$ cat src/rtl/spiCharPkg.sv
package spiCharPkg;
  localparam int WORD_W = 16;
  localparam int CFG_W  = 14;
  localparam int CHAR_W = 8;

  // command / reply bit positions
  localparam int B_WRITE  = 15;
  localparam int B_CONFIG = 14;
  localparam int B_NOSEND = 10;
  localparam int B_FRERR  = 10;
  localparam int B_RTS    = 9;
  localparam int B_CTS    = 9;
  localparam int B_NINTH  = 8;
  localparam int C_SEVEN  = 4;

  typedef struct packed {
    logic             snap;     // frame start: capture status
    logic             wrCfg;
    logic             wrData;
    logic             rdData;
    logic [1:0]       respSel;  // opcode latched after 2nd bit
    logic [CFG_W-1:0] payload;
  } cmdStrobe_t;
endpackage

$ cat src/rtl/spiCharFifo.sv
module spiCharFifo #(
  parameter int WIDTH = 10,
  parameter int DEPTH = 16,
  localparam int AW = (DEPTH > 1) ? $clog2(DEPTH) : 1,
  localparam int CW = $clog2(DEPTH + 1)
) (
  input  logic             clk,
  input  logic             rstN,
  input  logic             flush,
  input  logic             push,
  input  logic [WIDTH-1:0] din,
  input  logic             pop,
  output logic [WIDTH-1:0] dout,
  output logic [CW-1:0]    count,
  output logic             empty,
  output logic             full
);
  logic [WIDTH-1:0] mem [DEPTH];
  logic [AW-1:0] wrPtr, rdPtr;
  logic doPush, doPop;

  assign empty  = (count == '0);
  assign full   = (count == CW'(DEPTH));
  assign doPush = push && !full && !flush;
  assign doPop  = pop && !empty && !flush;
  assign dout   = mem[rdPtr];

  function automatic logic [AW-1:0] nextPtr(input logic [AW-1:0] p);
    return (p == AW'(DEPTH - 1)) ? '0 : p + 1'b1;
  endfunction

  always_ff @(posedge clk or negedge rstN) begin
    if (!rstN) begin
      wrPtr <= '0;
      rdPtr <= '0;
      count <= '0;
    end else if (flush) begin
      wrPtr <= '0;
      rdPtr <= '0;
      count <= '0;
    end else begin
      if (doPush) wrPtr <= nextPtr(wrPtr);
      if (doPop)  rdPtr <= nextPtr(rdPtr);
      if (doPush && !doPop) count <= count + 1'b1;
      else if (doPop && !doPush) count <= count - 1'b1;
    end
  end

  always_ff @(posedge clk) begin
    if (doPush) mem[wrPtr] <= din;
  end

  AST_NO_OVERFLOW: assert property (@(posedge clk) disable iff (!rstN)
    (push && full && !pop && !flush) |=> (count == $past(count))) else $error("full push changed count");
endmodule

$ cat src/rtl/spiCharCtrl.sv
module spiCharCtrl
  import spiCharPkg::*;
#(
  parameter int FRAME_BITS = WORD_W,
  localparam int BCW = $clog2(FRAME_BITS + 1)
) (
  input  logic              clk,
  input  logic              rstN,
  input  logic              sclk,
  input  logic              csN,
  input  logic              mosi,
  input  logic [WORD_W-1:0] respWord,
  output logic              miso,
  output cmdStrobe_t        strb
);
  logic [2:0] sclkSync;
  logic [1:0] csSync, mosiSync;
  logic csActive, csActPrev, sclkRise, sclkFall, bitIn;
  logic [BCW-1:0] bitCnt, outPtr;
  logic [FRAME_BITS-2:0] rxShift;
  logic [1:0] opSel;
  logic frameDone;
  logic [FRAME_BITS-1:0] word;

  always_ff @(posedge clk or negedge rstN) begin
    if (!rstN) begin
      sclkSync <= '0;
      csSync   <= '1;
      mosiSync <= '0;
    end else begin
      sclkSync <= {sclkSync[1:0], sclk};
      csSync   <= {csSync[0], csN};
      mosiSync <= {mosiSync[0], mosi};
    end
  end

  assign csActive  = !csSync[1];
  assign sclkRise  = sclkSync[1] && !sclkSync[2];
  assign sclkFall  = !sclkSync[1] && sclkSync[2];
  assign bitIn     = mosiSync[1];
  assign frameDone = csActive && sclkRise && (bitCnt == BCW'(FRAME_BITS - 1));
  assign word      = {rxShift, bitIn};

  always_ff @(posedge clk or negedge rstN) begin
    if (!rstN) begin
      csActPrev <= 1'b0;
      bitCnt    <= '0;
      outPtr    <= '0;
      rxShift   <= '0;
      opSel     <= 2'b10;
    end else begin
      csActPrev <= csActive;
      if (!csActive) begin
        bitCnt <= '0;
        outPtr <= '0;
      end else if (!csActPrev) begin
        bitCnt <= '0;
        outPtr <= '0;
        opSel  <= 2'b10;
      end else begin
        if (sclkRise && bitCnt < BCW'(FRAME_BITS)) begin
          rxShift <= {rxShift[FRAME_BITS-3:0], bitIn};
          bitCnt  <= bitCnt + 1'b1;
          if (bitCnt == BCW'(1)) opSel <= {rxShift[0], bitIn};
        end
        if (sclkFall && bitCnt < BCW'(FRAME_BITS)) outPtr <= bitCnt;
      end
    end
  end

  always_comb begin
    strb         = '0;
    strb.snap    = csActive && !csActPrev;
    strb.respSel = opSel;
    strb.payload = word[CFG_W-1:0];
    if (frameDone) begin
      strb.wrCfg  =  word[B_WRITE] &&  word[B_CONFIG];
      strb.wrData =  word[B_WRITE] && !word[B_CONFIG];
      strb.rdData = !word[B_WRITE] && !word[B_CONFIG];
    end
  end

  always_comb begin
    miso = 1'b0;
    if (csActive && outPtr < BCW'(FRAME_BITS))
      miso = respWord[4'(FRAME_BITS - 1 - int'(outPtr))];
  end

  AST_ABORT_RESET: assert property (@(posedge clk) disable iff (!rstN)
    (!csActive) |=> (bitCnt == '0)) else $error("frame count survived deselect");
  AST_ONE_OP: assert property (@(posedge clk) disable iff (!rstN)
    $onehot0({strb.wrCfg, strb.wrData, strb.rdData})) else $error("multiple ops");
endmodule

$ cat src/rtl/spiCharData.sv
module spiCharData
  import spiCharPkg::*;
#(
  parameter int RX_DEPTH = 16,
  localparam int ENT_W = CHAR_W + 2,
  localparam int CW = $clog2(RX_DEPTH + 1)
) (
  input  logic              clk,
  input  logic              rstN,
  input  cmdStrobe_t        strb,
  output logic [WORD_W-1:0] respWord,
  output logic [CFG_W-1:0]  cfgOut,
  output logic              rtsOut,
  input  logic              ctsIn,
  output logic              txValid,
  output logic [CHAR_W-1:0] txChar,
  output logic              txNinth,
  input  logic              txReady,
  output logic              txOverrun,
  input  logic              rxValid,
  input  logic [CHAR_W-1:0] rxChar,
  input  logic              rxNinth,
  input  logic              rxFrameErr
);
  logic [1:0] ctsSync;
  logic seven;
  logic [ENT_W-1:0] pushEnt, headEnt;
  logic [CW-1:0] fifoCount;
  logic fifoEmpty, fifoFull, popReq;
  logic snapR, snapT, snapCts;
  logic [ENT_W-1:0] snapEnt;
  logic [CHAR_W-1:0] charMask;

  assign seven    = cfgOut[C_SEVEN];
  assign charMask = seven ? CHAR_W'({(CHAR_W-1){1'b1}}) : '1;
  assign pushEnt  = {rxFrameErr, rxNinth, rxChar & charMask};
  assign popReq   = strb.rdData && snapR;

  spiCharFifo #(.WIDTH(ENT_W), .DEPTH(RX_DEPTH)) i_rxFifo (
    .clk   (clk),
    .rstN  (rstN),
    .flush (strb.wrCfg),
    .push  (rxValid),
    .din   (pushEnt),
    .pop   (popReq),
    .dout  (headEnt),
    .count (fifoCount),
    .empty (fifoEmpty),
    .full  (fifoFull)
  );

  always_ff @(posedge clk or negedge rstN) begin
    if (!rstN) ctsSync <= '0;
    else       ctsSync <= {ctsSync[0], ctsIn};
  end

  // status captured at frame start
  always_ff @(posedge clk or negedge rstN) begin
    if (!rstN) begin
      snapR   <= 1'b0;
      snapT   <= 1'b1;
      snapCts <= 1'b0;
      snapEnt <= '0;
    end else if (strb.snap) begin
      snapR   <= !fifoEmpty;
      snapT   <= !txValid;
      snapCts <= ctsSync[1];
      snapEnt <= fifoEmpty ? '0 : headEnt;
    end
  end

  always_comb begin
    respWord = '0;
    respWord[B_WRITE]  = snapR;
    respWord[B_CONFIG] = snapT;
    unique case (strb.respSel)
      2'b00: begin
        respWord[B_FRERR]         = snapEnt[ENT_W-1];
        respWord[B_CTS]           = snapCts;
        respWord[B_NINTH]         = snapEnt[CHAR_W];
        respWord[CHAR_W-1:0]      = snapEnt[CHAR_W-1:0];
      end
      2'b01:   respWord[CFG_W-1:0] = cfgOut;
      default: ;
    endcase
  end

  always_ff @(posedge clk or negedge rstN) begin
    if (!rstN) begin
      cfgOut    <= '0;
      rtsOut    <= 1'b0;
      txValid   <= 1'b0;
      txChar    <= '0;
      txNinth   <= 1'b0;
      txOverrun <= 1'b0;
    end else begin
      if (txValid && txReady) txValid <= 1'b0;
      if (strb.wrCfg) begin
        cfgOut    <= strb.payload;
        txOverrun <= 1'b0;
      end
      if (strb.wrData) begin
        rtsOut <= strb.payload[B_RTS];
        if (!strb.payload[B_NOSEND]) begin
          if (!txValid) begin
            txValid <= 1'b1;
            txChar  <= strb.payload[CHAR_W-1:0] & charMask;
            txNinth <= strb.payload[B_NINTH];
          end else begin
            txOverrun <= 1'b1;
          end
        end
      end
    end
  end

  AST_CFG_FLUSH: assert property (@(posedge clk) disable iff (!rstN)
    strb.wrCfg |=> (fifoCount == '0)) else $error("fifo not cleared");
  AST_TX_DROP: assert property (@(posedge clk) disable iff (!rstN)
    (strb.wrData && !strb.payload[B_NOSEND] && txValid && !txReady) |=> (txOverrun && $stable(txChar))) else $error("busy write not dropped");
  AST_POP_GATED: assert property (@(posedge clk) disable iff (!rstN)
    (strb.rdData && !snapR && !rxValid && !strb.wrCfg) |=> $stable(fifoCount)) else $error("pop without ready flag");
  AST_STATUS_SNAP: assert property (@(posedge clk) disable iff (!rstN)
    strb.snap |=> (respWord[B_WRITE] == $past(!fifoEmpty) && respWord[B_CONFIG] == $past(!txValid))) else $error("status snapshot");
  AST_TX_HOLD: assert property (@(posedge clk) disable iff (!rstN)
    (txValid && !txReady) |=> txValid) else $error("tx dropped without ready");
endmodule

$ cat src/rtl/spiCharPort.sv
module spiCharPort
  import spiCharPkg::*;
#(
  parameter int RX_DEPTH = 16
) (
  input  logic              clk,
  input  logic              rstN,
  input  logic              sclk,
  input  logic              csN,
  input  logic              mosi,
  output logic              miso,
  output logic [CFG_W-1:0]  cfgOut,
  output logic              rtsOut,
  input  logic              ctsIn,
  output logic              txValid,
  output logic [CHAR_W-1:0] txChar,
  output logic              txNinth,
  input  logic              txReady,
  output logic              txOverrun,
  input  logic              rxValid,
  input  logic [CHAR_W-1:0] rxChar,
  input  logic              rxNinth,
  input  logic              rxFrameErr
);
  cmdStrobe_t strb;
  logic [WORD_W-1:0] respWord;

  spiCharCtrl i_ctrl (
    .clk(clk), .rstN(rstN), .sclk(sclk), .csN(csN), .mosi(mosi),
    .respWord(respWord), .miso(miso), .strb(strb)
  );

  spiCharData #(.RX_DEPTH(RX_DEPTH)) i_data (
    .clk(clk), .rstN(rstN), .strb(strb), .respWord(respWord),
    .cfgOut(cfgOut), .rtsOut(rtsOut), .ctsIn(ctsIn),
    .txValid(txValid), .txChar(txChar), .txNinth(txNinth),
    .txReady(txReady), .txOverrun(txOverrun),
    .rxValid(rxValid), .rxChar(rxChar), .rxNinth(rxNinth),
    .rxFrameErr(rxFrameErr)
  );
endmodule

$ cat config.mk
export PLATFORM = sky130hd
export DESIGN_NAME = spiCharPort
export DESIGN_NICKNAME = d
export VERILOG_FILES = /design/src/rtl/spiCharPkg.sv /design/src/rtl/spiCharFifo.sv /design/src/rtl/spiCharCtrl.sv /design/src/rtl/spiCharData.sv /design/src/rtl/spiCharPort.sv
export SDC_FILE = /design/constraint.sdc
export NUM_CORES = 1
export LEC_CHECK = 0
export ABC_AREA = 1
export CAP_MARGIN = 20
export CORE_UTILIZATION = 45
export DETAILED_ROUTE_END_ITERATION = 8
export DONT_BUFFER_PORTS = 1
export PLACE_DENSITY = 0.68
export SYNTH_ARGS = -nofsm -noshare
export SYNTH_HDL_FRONTEND = slang
export SYNTH_HIERARCHICAL = 1
export SYNTH_SLANG_ARGS = --single-unit
$ cat constraint.sdc
create_clock -name clk -period 7.2 [get_ports clk]
set_clock_uncertainty 0.05 [all_clocks]
set_input_delay 1.08 -clock clk [delete_from_list [all_inputs] [get_ports clk]]
set_output_delay 1.08 -clock clk [all_outputs]
set_load 0.03 [all_outputs]
==> results by group, run 1 <==
Status
  • Run status: completed

Pwr
  • Power consumption: 0.00337 W
  • VDD IR max: about 0.00016 V
  • Pwr Density: between 200 and 300 nW/µm²
  • Leakage power: ~5.3 nW

GRT
  • GRT Residual Overflow: 0
  • Initial antenna violation count: 0
  • Largest net degree at the start of global routing: 90
  • First-pass GRT wire length: a little under 40 mm
  • Number of global-route vias before repair: ~7,400
  • GRT Overall Usage: 0.195

Timing
  • Crit share post-route: 0.517
  • RSZ-0062 raised after global routing: no
  • Slew headroom: 0.240
  • Fmax: about 0.27 GHz
  • Final setup violation count: 0
  • Worst-Margin Slew: between 1 and 1.5 ns
  • Final hold violation count: 0
  • Setup TNS: 0 ns
  • Tmin final: approximately 3.7 ns
  • Slew Limit Fails: 0
  • Fin Hold WS: around 0.20 ns

Die
  • Die X: 160 µm
  • Die area: between 20,000 and 30,000 µm²
  • Core area: between 20,000 and 25,000 µm²
  • I/O pin count: 45
  • FP Rows: 57
  • Chip height: about 160 µm
  • Starting density of the core: 0.460

Setup path
  • Worst Path Class, Setup: reg2out
  • R2R Path End: i_data/i_rxFifo/count[4]$_DFFE_PN0P_
  • Crit path DAT: roughly 2.6 ns
  • Setup crit end: miso
  • Worst r2r src: i_ctrl/bitCnt[0]$_DFFE_PN0P_
  • Crit path from: i_ctrl/opSel[0]$_DFFE_PN0P_
  • Crit-path max FO: 11
  • CP Data Required Time: between 6 and 7 ns
  • R2R setup slack: 3.86 ns
  • Worst setup SP type: flop
  • Reg2Reg Depth: 14
  • Critical Path Sink Type: output port

Synth
  • Mapped Area: about 11,000 µm²
  • Mapped Nets: 1,190
  • Gate count after technology mapping: approximately 1,200
  • Synthesis warning total: 6
  • Mean post-synth cell area: 9.68 µm²

Final layout
  • Final core occ: 0.500
  • Non-filler instance count after layout: about 1,500
  • Most frequent cells in the layout: nand2_1 (397), edfxtp_1 (160), inv_1 (123)
  • Nets: between 1,000 and 1,500
  • Area Overhead vs Synth: 8.75%
  • Commonest non-fill, non-tap cell in the layout: nand2_1
  • # diodes: 0
  • Layout cell share with drive strength beyond 1: 0.0757
  • Fill count: between 2,000 and 2,500

CTS
  • Post-CTS sizing: 0
  • Root Driver: clkbuf_16
  • Worst-path clk slew: ~0.06 ns
  • Worst-Skew Late Latency: 0.54 ns
  • H-tree levels: 1
  • Worst-case clock buffer depth: 3
  • Post-CTS Setup Inserts: 0
  • CTS tree: yes
  • CTS buffer count: 26
  • Cts hold-fix bufs: 0
  • Clock sink total: between 200 and 250

Drt
  • Final ANT Viol Nets: 0
  • Routed wire length: between 20 and 25 mm
  • WL/cell: approximately 16 µm
  • Starting DRT DRC Count: between 600 and 700
  • Number of remaining DRC errors: 0
  • Vias post-DR: around 7,500
  • Vias/cell: around 5.1
  • DR pass1 iterations: 5

Place
  • Port bufs: 0
  • Placed cells: roughly 1,400
  • Placer Congestion: around 0.88
  • Final HPWL DP: between 15 and 20 mm

Hold path
  • Hold Path Class: in2async

Job
  • Maxcap violations: 0
-- metrics by stage --
step	area (µm²)	setup WS, ns
finish	12200	3.47
global route	12200	3.23
CTS	12100	3.46
detailed placement	11300	3.91
global placement	11300	4.03
floorplan	11200	4.22
-- critical path, stage by stage, from the launching register on --
cell     delay (ns)
dfrtp_1        0.40
nor2_1         0.52
nand2_1        0.12
o21ai_0        0.10
inv_1          0.05
nand2_1        0.06
nand3_1        0.06
nand3_1        0.07
nand3_1        0.08
a21oi_1        0.61
-- layout make-up --
| class | count | area (µm²) | share of cell area |
|---|---|---|---|
| clock buffers | 33 | 707 | 0.0580 |
| clock inverters | 15 | 108 | 0.00883 |
| inverters | 132 | 495 | 0.0406 |
| multi-input cells | 717 | 3280 | 0.269 |
| flip-flops and latches | 249 | 7040 | 0.577 |
| well taps | 324 | 405 | 0.0333 |
| repair buffers | 17 | 161 | 0.0132 |
-- worst min-delay path by stage --
stage	start	to	slack (ns)	cells after the start
4_1_cts	rstN	i_data/cfgOut[11]$_DFFE_PN0P_	0.18	0
6_report	rstN	i_data/rtsOut$_DFFE_PN0P_	0.20	0
5_1_grt	rstN	i_data/rtsOut$_DFFE_PN0P_	0.17	0
3_5_place_dp	i_ctrl/sclkSync[0]$_DFF_PN0_	i_ctrl/sclkSync[1]$_DFF_PN0_	0.29	0
2_1_floorplan	i_ctrl/mosiSync[0]$_DFF_PN0_	i_ctrl/mosiSync[1]$_DFF_PN0_	0.28	0
3_3_place_gp	i_data/ctsSync[0]$_DFF_PN0_	i_data/ctsSync[1]$_DFF_PN0_	0.28	0
-- state kept, by name (all words and copies together), names as in the netlist, 2 cells and up --
register	count
i_data/i_rxFifo/mem	160
i_ctrl/rxShift	15
i_data/cfgOut	14
i_data/snapEnt	10
i_data/txChar	8
i_ctrl/bitCnt	5
i_ctrl/outPtr	5
i_data/i_rxFifo/count	5
i_data/i_rxFifo/rdPtr	4
i_data/i_rxFifo/wrPtr	4
i_ctrl/sclkSync	3
i_ctrl/csSync	2
i_ctrl/mosiSync	2
i_ctrl/opSel	2
i_data/ctsSync	2
-- layer usage --
layer / vias to the layer above / global-route usage / share of wire
met1: 3587 / 0.261 / 0.43
met5: - / 0 / 0
met2: 226 / 0.317 / 0.47
li1: 3676 / - / -
met4: 0 / 0.0758 / 0.032
met3: 42 / 0.0348 / 0.069
-- power by group --
part	leakage [nW]	total (W)	switching, W	internal (W)
Sequential	2.61	0.00174	0.0000786	0.00167
Combinational	2.26	0.000362	0.000237	0.000124
Clock	0.405	0.00126	0.000535	0.000729
Total	5.28	0.00337	0.000851	0.00252
Power figures use the tool's default switching activity.
==> run 2: changes to the inputs <==
--- a/config.mk
+++ b/config.mk
@@ -5,7 +5,7 @@
 export SDC_FILE = /design/constraint.sdc
 export NUM_CORES = 1
 export LEC_CHECK = 0
-export ABC_AREA = 1
+export ABC_AREA = 0
 export CAP_MARGIN = 20
 export CORE_UTILIZATION = 45
 export DETAILED_ROUTE_END_ITERATION = 8
==> constraint.sdc (replaced) <==
create_clock -name clk -period 3.75 [get_ports clk]
set_clock_uncertainty 0.05 [all_clocks]
set_input_delay 0.5625 -clock clk [delete_from_list [all_inputs] [get_ports clk]]
set_output_delay 0.5625 -clock clk [all_outputs]
set_load 0.03 [all_outputs]
==> run 2 against run 1 <==
Effect of this change: core utilization increased by 1.1 points; synthesized cell count down 42%; die area is 5.8% lower; worst setup slack got worse by 3.3 ns; synthesized area decreased by 5.9%.
==> results by group, run 2 <==
Synth
  • Main combinational cell family by area after synthesis: multiplexers
  • Leading area contributor after synthesis: edfxtp_1
  • Mapped Nets: 707 (was 1,190)
  • Synthesis warning total: 6 (unchanged)
  • Top post-synthesis cells by area: edfxtp_1 (46%), dfrtp_1 (20%), mux2i_1 (6.1%), mux2_2 (4.6%), mux4_2 (4.5%)
  • Post-synth EDFFs: 160
  • Synth Area in Compound Gates: 0.0528
  • Seq cells post-synth: ~250
  • Async S/R FF share, synth: 0.357
  • Most common cell in the netlist: edfxtp_1
  • Ys flop type: edfxtp_1
  • Sequential share of the synthesized area: 0.667
  • Simple-gate area share of the yosys netlist: 0.0627
  • Multiplexer share of the synthesized area: 0.154
  • Synthesized-area fraction occupied by adder cells: 0.0173
  • Most frequent cells after synthesis: edfxtp_1 (160), dfrtp_1 (85), mux2i_1 (64)
  • Mean post-synth cell area: 15.6 µm² (was 9.68 µm²)
  • Yosys top cell area share: 0.455
  • Gate count after technology mapping: 675 (was 1,158)
  • Unique masters post-synth: 57
  • Post-synthesis xor/xnor area fraction: 0.00664
  • Mapped Area: 10,600 µm² (was 11,200 µm²)

Setup path
  • CP max-delay cell: dfrtp_1 (was a21oi_1)
  • Crit path cell chain: ha_1 -> and3_1 -> ha_1 -> nand2_1 -> nor4_2 -> nor2b_2 -> and2_4 -> o21ai_4 -> or2_2 -> ha_1 -> inv_2 -> ha_1 -> a21o_1 -> a21oi_1 -> mux2i_1 -> mux2_2 (was nor2_1 -> nand2_1 -> o21ai_0 -> inv_1 -> nand2_1 -> nand3_1 -> nand3_1 -> nand3_1 -> a21oi_1)
  • Slowest cell delay on critical path: 0.36 ns (was 0.61 ns)
  • Worst path depth: 16 (was 9)
  • Worst Path Class, Setup: reg2reg (was reg2out)
  • Crit-path max FO: 6 (was 11)
  • Worst Path Buf+Inv: 1 (unchanged)
  • Crit path DAT: 3.90 ns (was 2.60 ns)
  • Reg2Reg Depth: 16 (was 14)
  • CP most frequent cell: ha_1 (was nand3_1)
  • Critical Path Sink Type: flop (was output port)
  • Worst r2r src: i_ctrl/bitCnt[0]$_DFFE_PN0P_ (unchanged)
  • Worst setup SP type: flop (unchanged)
  • CP top delay family: simple AND/OR/NAND/NOR gates (unchanged)
  • Crit path from: i_ctrl/bitCnt[0]$_DFFE_PN0P_ (was i_ctrl/opSel[0]$_DFFE_PN0P_)
  • CP Data Required Time: 4.10 ns (was 6.07 ns)

Die
  • Die area: 24,100 µm² (was 25,500 µm²)
  • Chip height: 155 µm (was 160 µm)
  • I/O pin count: 45 (unchanged)
  • Starting density of the core: 0.462 (was 0.460)
  • Die X: 155 µm (was 160 µm)
  • FP Rows: 55 (was 57)
  • Core area: 22,800 µm² (was 24,400 µm²)

Timing
  • Fmax: 0.282 GHz
  • Final hold violation count: 0 (unchanged)
  • RSZ-0062 raised after global routing: no (unchanged)
  • Crit share post-route: 0.947
  • Slew Limit Fails: 0 (unchanged)
  • Final setup violation count: 0 (unchanged)
  • Tmin final: approximately 3.6 ns
  • Fin Hold WS: 0.0267 ns (was 0.200 ns)
  • Worst-Margin Slew: 0.990 ns (was 1.14 ns)
  • Slew headroom: 0.339 (was 0.240)
  • Setup TNS: 0 ns (unchanged)

Final layout
  • Final core occ: 0.510 (was 0.500)
  • Area Overhead vs Synth: 10.5% (was 8.75%)
  • Layout cell share with drive strength beyond 1: 0.220 (was 0.0757)
  • Most flops, register: i_data/i_rxFifo/mem (unchanged)
  • # diodes: 0 (unchanged)
  • Max reg flops: 160 (unchanged)
  • Nets: 720 (was 1,175)
  • Non-filler instance count after layout: 1,019 (was 1,487)
  • Fill count: 1,913 (was 2,217)
  • Most frequent cells in the layout: edfxtp_1 (160), dfrtp_1 (84), mux2i_1 (64) (was nand2_1 (397), edfxtp_1 (160), inv_1 (123))
  • Commonest non-fill, non-tap cell in the layout: edfxtp_1 (was nand2_1)
  • Top flop regs: i_data/i_rxFifo/mem x160, i_ctrl/rxShift x15, i_data/cfgOut x14 (unchanged)

Place
  • Final HPWL DP: 13.1 mm (was 15.2 mm)
  • Placer Congestion: 0.795 (was 0.880)
  • Placed cells: 968 (was 1,434)
  • Port bufs: 0 (unchanged)

Pwr
  • Pwr Density: 541 nW/µm² (was 276 nW/µm²)
  • Power consumption: 0.00631 W (was 0.00337 W)
  • Leakage power: 4.26 nW (was 5.28 nW)
  • VDD IR max: 0.000322 V (was 0.000164 V)

CTS
  • CTS tree: yes (unchanged)
  • CTS buffer count: 25 (was 26)
  • Worst-Skew Late Latency: 0.52 ns (was 0.54 ns)
  • Worst-path clk slew: 0.06 ns (about the same)
  • H-tree levels: 1 (unchanged)
  • Root Driver: clkbuf_16 (unchanged)
  • Clock sink total: 249 (unchanged)
  • Worst-case clock buffer depth: 3 (unchanged)

GRT
  • Initial antenna violation count: 0 (unchanged)
  • First-pass GRT wire length: 31.8 mm (was 39.1 mm)
  • Largest net degree at the start of global routing: 90 (unchanged)
  • GRT Residual Overflow: 0 (unchanged)
  • Number of global-route vias before repair: 5,673 (was 7,368)
  • GRT Overall Usage: 0.171 (was 0.195)

Hold path
  • Hold Path Class: in2reg (was in2async)
  • Worst hold path depth: 0
  • Worst hold start: ctsIn

Drt
  • DR pass1 iterations: 5 (unchanged)
  • WL/cell: 19.7 µm (was 16.4 µm)
  • Final ANT Viol Nets: 0 (unchanged)
  • Starting DRT DRC Count: 354 (was 632)
  • Vias post-DR: 5,523 (was 7,531)
  • Number of remaining DRC errors: 0 (unchanged)
  • Routed wire length: 20.0 mm (was 24.4 mm)
  • Vias/cell: 5.42 (was 5.06)

Job
  • Maxcap violations: 0 (unchanged)

Status
  • Run status: completed (unchanged)
## run 2: through the flow
stage / cell area, µm² / setup slack, ns
after floorplan: 10600 / 0.160
after detailed placement: 10800 / -0.0381
after CTS: 11600 / 0.00787
final: 11700 / 0.200
after global placement: 10800 / 0.185
after global routing: 11700 / 0.00796
## run 2: final timing paths
path	end	slack, ns
setup / recovery	i_data/i_rxFifo/count[4]$_DFFE_PN0P_	0.20
hold / removal	i_data/ctsSync[0]$_DFF_PN0_	0.03
setup reg to reg	i_data/i_rxFifo/count[4]$_DFFE_PN0P_	0.20
hold reg to reg	i_ctrl/mosiSync[1]$_DFF_PN0_	0.31
max in group asynchronous	i_data/snapT$_DFFE_PN1P_	2.70
min in group asynchronous	i_ctrl/sclkSync[1]$_DFF_PN0_	0.56
## run 2: layout make-up
class / count / area, µm² / area share
Tap cell: 313 / 392 / 0.0336
Clock buffer: 29 / 651 / 0.0558
Clock inverter: 16 / 82.6 / 0.00708
Timing Repair Buffer: 33 / 290 / 0.0249
Multi-Input combinational cell: 354 / 3110 / 0.267
Sequential cell: 249 / 7040 / 0.604
Inverter: 25 / 93.8 / 0.00805
## run 2: what timing repair did
action / 4_1_cts / 5_1_grt
gates cloned: 0 / 0
hold endpoints to repair: 90 / 2
gates resized for setup: 1 / 3
endpoints found under the setup margin: 1 / 1
setup buffers: 0 / 1
hold buffers: 3 / 2
## run 2: kinds of logic (layout without fill, tap and decap cells)
| logic type | count (synthesis) | after routing |
|---|---|---|
| adder cells (fa/ha/maj) | 14 | 14 |
| AND/OR/NAND/NOR | 126 | 126 |
| flip-flops | 249 | 249 |
| AO/OA/AOI/OAI | 77 | 77 |
| buffers and inverters | 72 | 103 |
| XOR/XNOR | 8 | 8 |
| multiplexers | 129 | 129 |
## run 2: where the power goes
part           internal [W]  total (W)  switching (W)
sequential          0.00320    0.00337       0.000170
combinational      0.000285   0.000693       0.000407
clock               0.00124    0.00224        0.00100
## run 2: per-layer routing
| metal | share of wire | GRT usage |
|---|---|---|
| met5 | 0 | 0 |
| met4 | 0.014 | 0.0368 |
| met3 | 0.060 | 0.0298 |
| met2 | 0.49 | 0.285 |
| met1 | 0.44 | 0.235 |
==> run 3: changes to the inputs <==
--- a/config.mk
+++ b/config.mk
@@ -5,12 +5,13 @@
 export SDC_FILE = /design/constraint.sdc
 export NUM_CORES = 1
 export LEC_CHECK = 0
-export ABC_AREA = 0
+export ABC_AREA = 1
 export CAP_MARGIN = 20
 export CORE_UTILIZATION = 45
 export DETAILED_ROUTE_END_ITERATION = 8
 export DONT_BUFFER_PORTS = 1
 export PLACE_DENSITY = 0.68
+export SETUP_SLACK_MARGIN = 0.2
 export SYNTH_ARGS = -nofsm -noshare
 export SYNTH_HDL_FRONTEND = slang
 export SYNTH_HIERARCHICAL = 1
==> run 3 against run 2 <==
Effect of this change: register-to-register slack better by 0.39 ns; core utilization down 0.70 points; worst setup slack better by 0.33 ns; sequential power about the same; cell count up 47%; maximum frequency up 10%; critical path depth down 7; non-clock buffer count down 7; first-iteration DRC count up 76%; die area up 6.2%; global-route usage up 2.2 points; sequential share of layout area down 3.1 points; critical endpoint is now miso.
==> results by group, run 3 (synthesis gave the netlist of run 1 again) <==
Pwr
  • VDD IR max: 0.000381 V (was 0.000322 V)
  • Leakage power: 5.31 nW (was 4.26 nW)
  • Power consumption: 0.00656 W (was 0.00631 W)
  • Pwr Density: 534 nW/µm² (was 541 nW/µm²)

CTS
  • Worst-case clock buffer depth: 3 (unchanged)
  • Worst-Skew Late Latency: 0.54 ns (was 0.52 ns)
  • H-tree levels: 1 (unchanged)
  • Root Driver: clkbuf_16 (unchanged)
  • Worst-path clk slew: 0.06 ns (about the same)
  • CTS tree: yes (unchanged)
  • Cts hold-fix bufs: 6 (was 3)
  • CTS buffer count: 26 (was 25)
  • Post-CTS sizing: 0 (was 1)
  • Post-CTS Setup Inserts: 0 (unchanged)
  • Clock sink total: 249 (unchanged)

Timing
  • Slew headroom: 0.265 (was 0.339)
  • Setup TNS: 0 ns (unchanged)
  • Slew Limit Fails: 0 (unchanged)
  • RSZ-0062 raised after global routing: no (unchanged)
  • Worst-Margin Slew: 1.10 ns (was 0.990 ns)
  • Crit share post-route: 0.859 (was 0.947)
  • Tmin final: 3.22 ns (was 3.55 ns)
  • Final hold violation count: 0 (unchanged)
  • Fmax: 0.311 GHz (was 0.282 GHz)
  • Final setup violation count: 0 (unchanged)

Die
  • I/O pin count: 45 (unchanged)
  • Core area: 24,400 µm² (was 22,800 µm²)
  • FP Rows: 57 (was 55)
  • Die area: 25,500 µm² (was 24,100 µm²)
  • Starting density of the core: 0.460 (was 0.462)
  • Die X: 160 µm (was 155 µm)
  • Chip height: 160 µm (was 155 µm)

Place
  • Port bufs: 0 (unchanged)
  • Placed cells: 1,442 (was 968)
  • Placer Congestion: 0.835 (was 0.795)
  • Final HPWL DP: 15.5 mm (was 13.1 mm)

Final layout
  • Most frequent cells in the layout: nand2_1 (397), edfxtp_1 (160), inv_1 (123) (was edfxtp_1 (160), dfrtp_1 (84), mux2i_1 (64))
  • Max reg flops: 160 (unchanged)
  • Commonest non-fill, non-tap cell in the layout: nand2_1 (was edfxtp_1)
  • Area Overhead vs Synth: 9.55% (was 10.5%)
  • Nets: 1,184 (was 720)
  • Non-filler instance count after layout: 1,496 (was 1,019)
  • Top flop regs: i_data/i_rxFifo/mem x160, i_ctrl/rxShift x15, i_data/cfgOut x14 (unchanged)
  • Layout cell share with drive strength beyond 1: 0.0794 (was 0.220)
  • Fill count: 2,219 (was 1,913)
  • Most flops, register: i_data/i_rxFifo/mem (unchanged)
  • # diodes: 0 (unchanged)

Setup path
  • Worst Path Class, Setup: reg2out (was reg2reg)
  • Crit-path max FO: 11 (was 6)
  • Critical Path Sink Type: output port (was flop)
  • Worst setup SP type: flop (unchanged)
  • Crit path DAT: 2.61 ns (was 3.90 ns)
  • CP Data Required Time: 3.14 ns (was 4.10 ns)

GRT
  • GRT Overall Usage: 0.193 (was 0.171)
  • Initial antenna violation count: 0 (unchanged)
  • First-pass GRT wire length: 38.8 mm (was 31.8 mm)
  • GRT Residual Overflow: 0 (unchanged)
  • Largest net degree at the start of global routing: 90 (unchanged)
  • Number of global-route vias before repair: 7,244 (was 5,673)

Drt
  • Number of remaining DRC errors: 0 (unchanged)
  • WL/cell: 16.1 µm (was 19.7 µm)
  • Routed wire length: 24.0 mm (was 20.0 mm)
  • Starting DRT DRC Count: 624 (was 354)
  • Vias post-DR: 7,620 (was 5,523)
  • DR pass1 iterations: 5 (unchanged)
  • Final ANT Viol Nets: 0 (unchanged)
  • Vias/cell: 5.09 (was 5.42)

Status
  • Run status: completed (unchanged)

Hold path
  • Hold Path Class: in2reg (unchanged)

Job
  • Maxcap violations: 0 (unchanged)
run 3: changes by cell type in the layout (fill, tap and decap cells not counted), moves of 20 or more:
cell,previous run,this run
nand3_1,2,117
mux2_2,43,0
inv_1,24,123
mux4_2,21,0
nand2_1,24,397
a221oi_1,20,0
nor2_1,50,94
mux2i_1,64,0
run 3: path summary, 6_finish.rpt:
path	startpoint	cells past startpoint	to	slack, ns
max	i_ctrl/opSel[0]$_DFFE_PN0P_	9	miso	0.53
min	rxChar[2]	0	i_data/i_rxFifo/mem[1][2]$_DFFE_PP_	0.07
max reg2reg	i_ctrl/bitCnt[0]$_DFFE_PN0P_	14	i_data/i_rxFifo/count[4]$_DFFE_PN0P_	0.59
min reg2reg	i_ctrl/sclkSync[0]$_DFF_PN0_	0	i_ctrl/sclkSync[1]$_DFF_PN0_	0.30
max in group asynchronous	rstN	2	i_data/snapT$_DFFE_PN1P_	2.68
min in group asynchronous	rstN	2	i_ctrl/outPtr[2]$_DFFE_PN0P_	0.62
run 3: layout make-up:
type / instances / area, µm² / share of cell area
clock buffer: 36 / 708 / 0.0577
clock inverter: 12 / 130 / 0.0106
inverter: 132 / 495 / 0.0403
multi-input combinational: 717 / 3280 / 0.267
sequential: 249 / 7040 / 0.573
tap: 324 / 405 / 0.0330
timing repair buffer: 26 / 228 / 0.0185
run 3: per-layer routing:
layer,GRT usage,wire length [µm]
met3,0.0283,1550
met5,0,0
met4,0.0675,694
met1,0.273,10600
met2,0.305,11200
run 3: stage by stage:
stage	utilization	hold slack [ns]	instance area [µm²]	setup WS (ns)
after floorplan	-	0.217	11200	0.770
after global placement	0.466	0.219	11400	0.836
after detailed placement	0.466	0.218	11400	0.650
after CTS	0.503	0.0484	12300	0.506
after global routing	0.503	0.0507	12300	0.221
final	0.503	0.0673	12300	0.531
run 3: power breakdown:
group          leakage (nW)  internal, W  switching [W]
sequential             2.61      0.00320       0.000149
combinational          2.30     0.000253       0.000474
clock                 0.405      0.00146        0.00103
run 3: worst max-delay path, stage by stage, from the launching register on:
cell and delay, ns:
dfrtp_1 0.40, nor2_1 0.52, nand2_1 0.11, o21ai_0 0.10, inv_1 0.06, nand2_1 0.05
nand3_1 0.07, nand3_1 0.08, nand3_1 0.07, a21oi_1 0.60
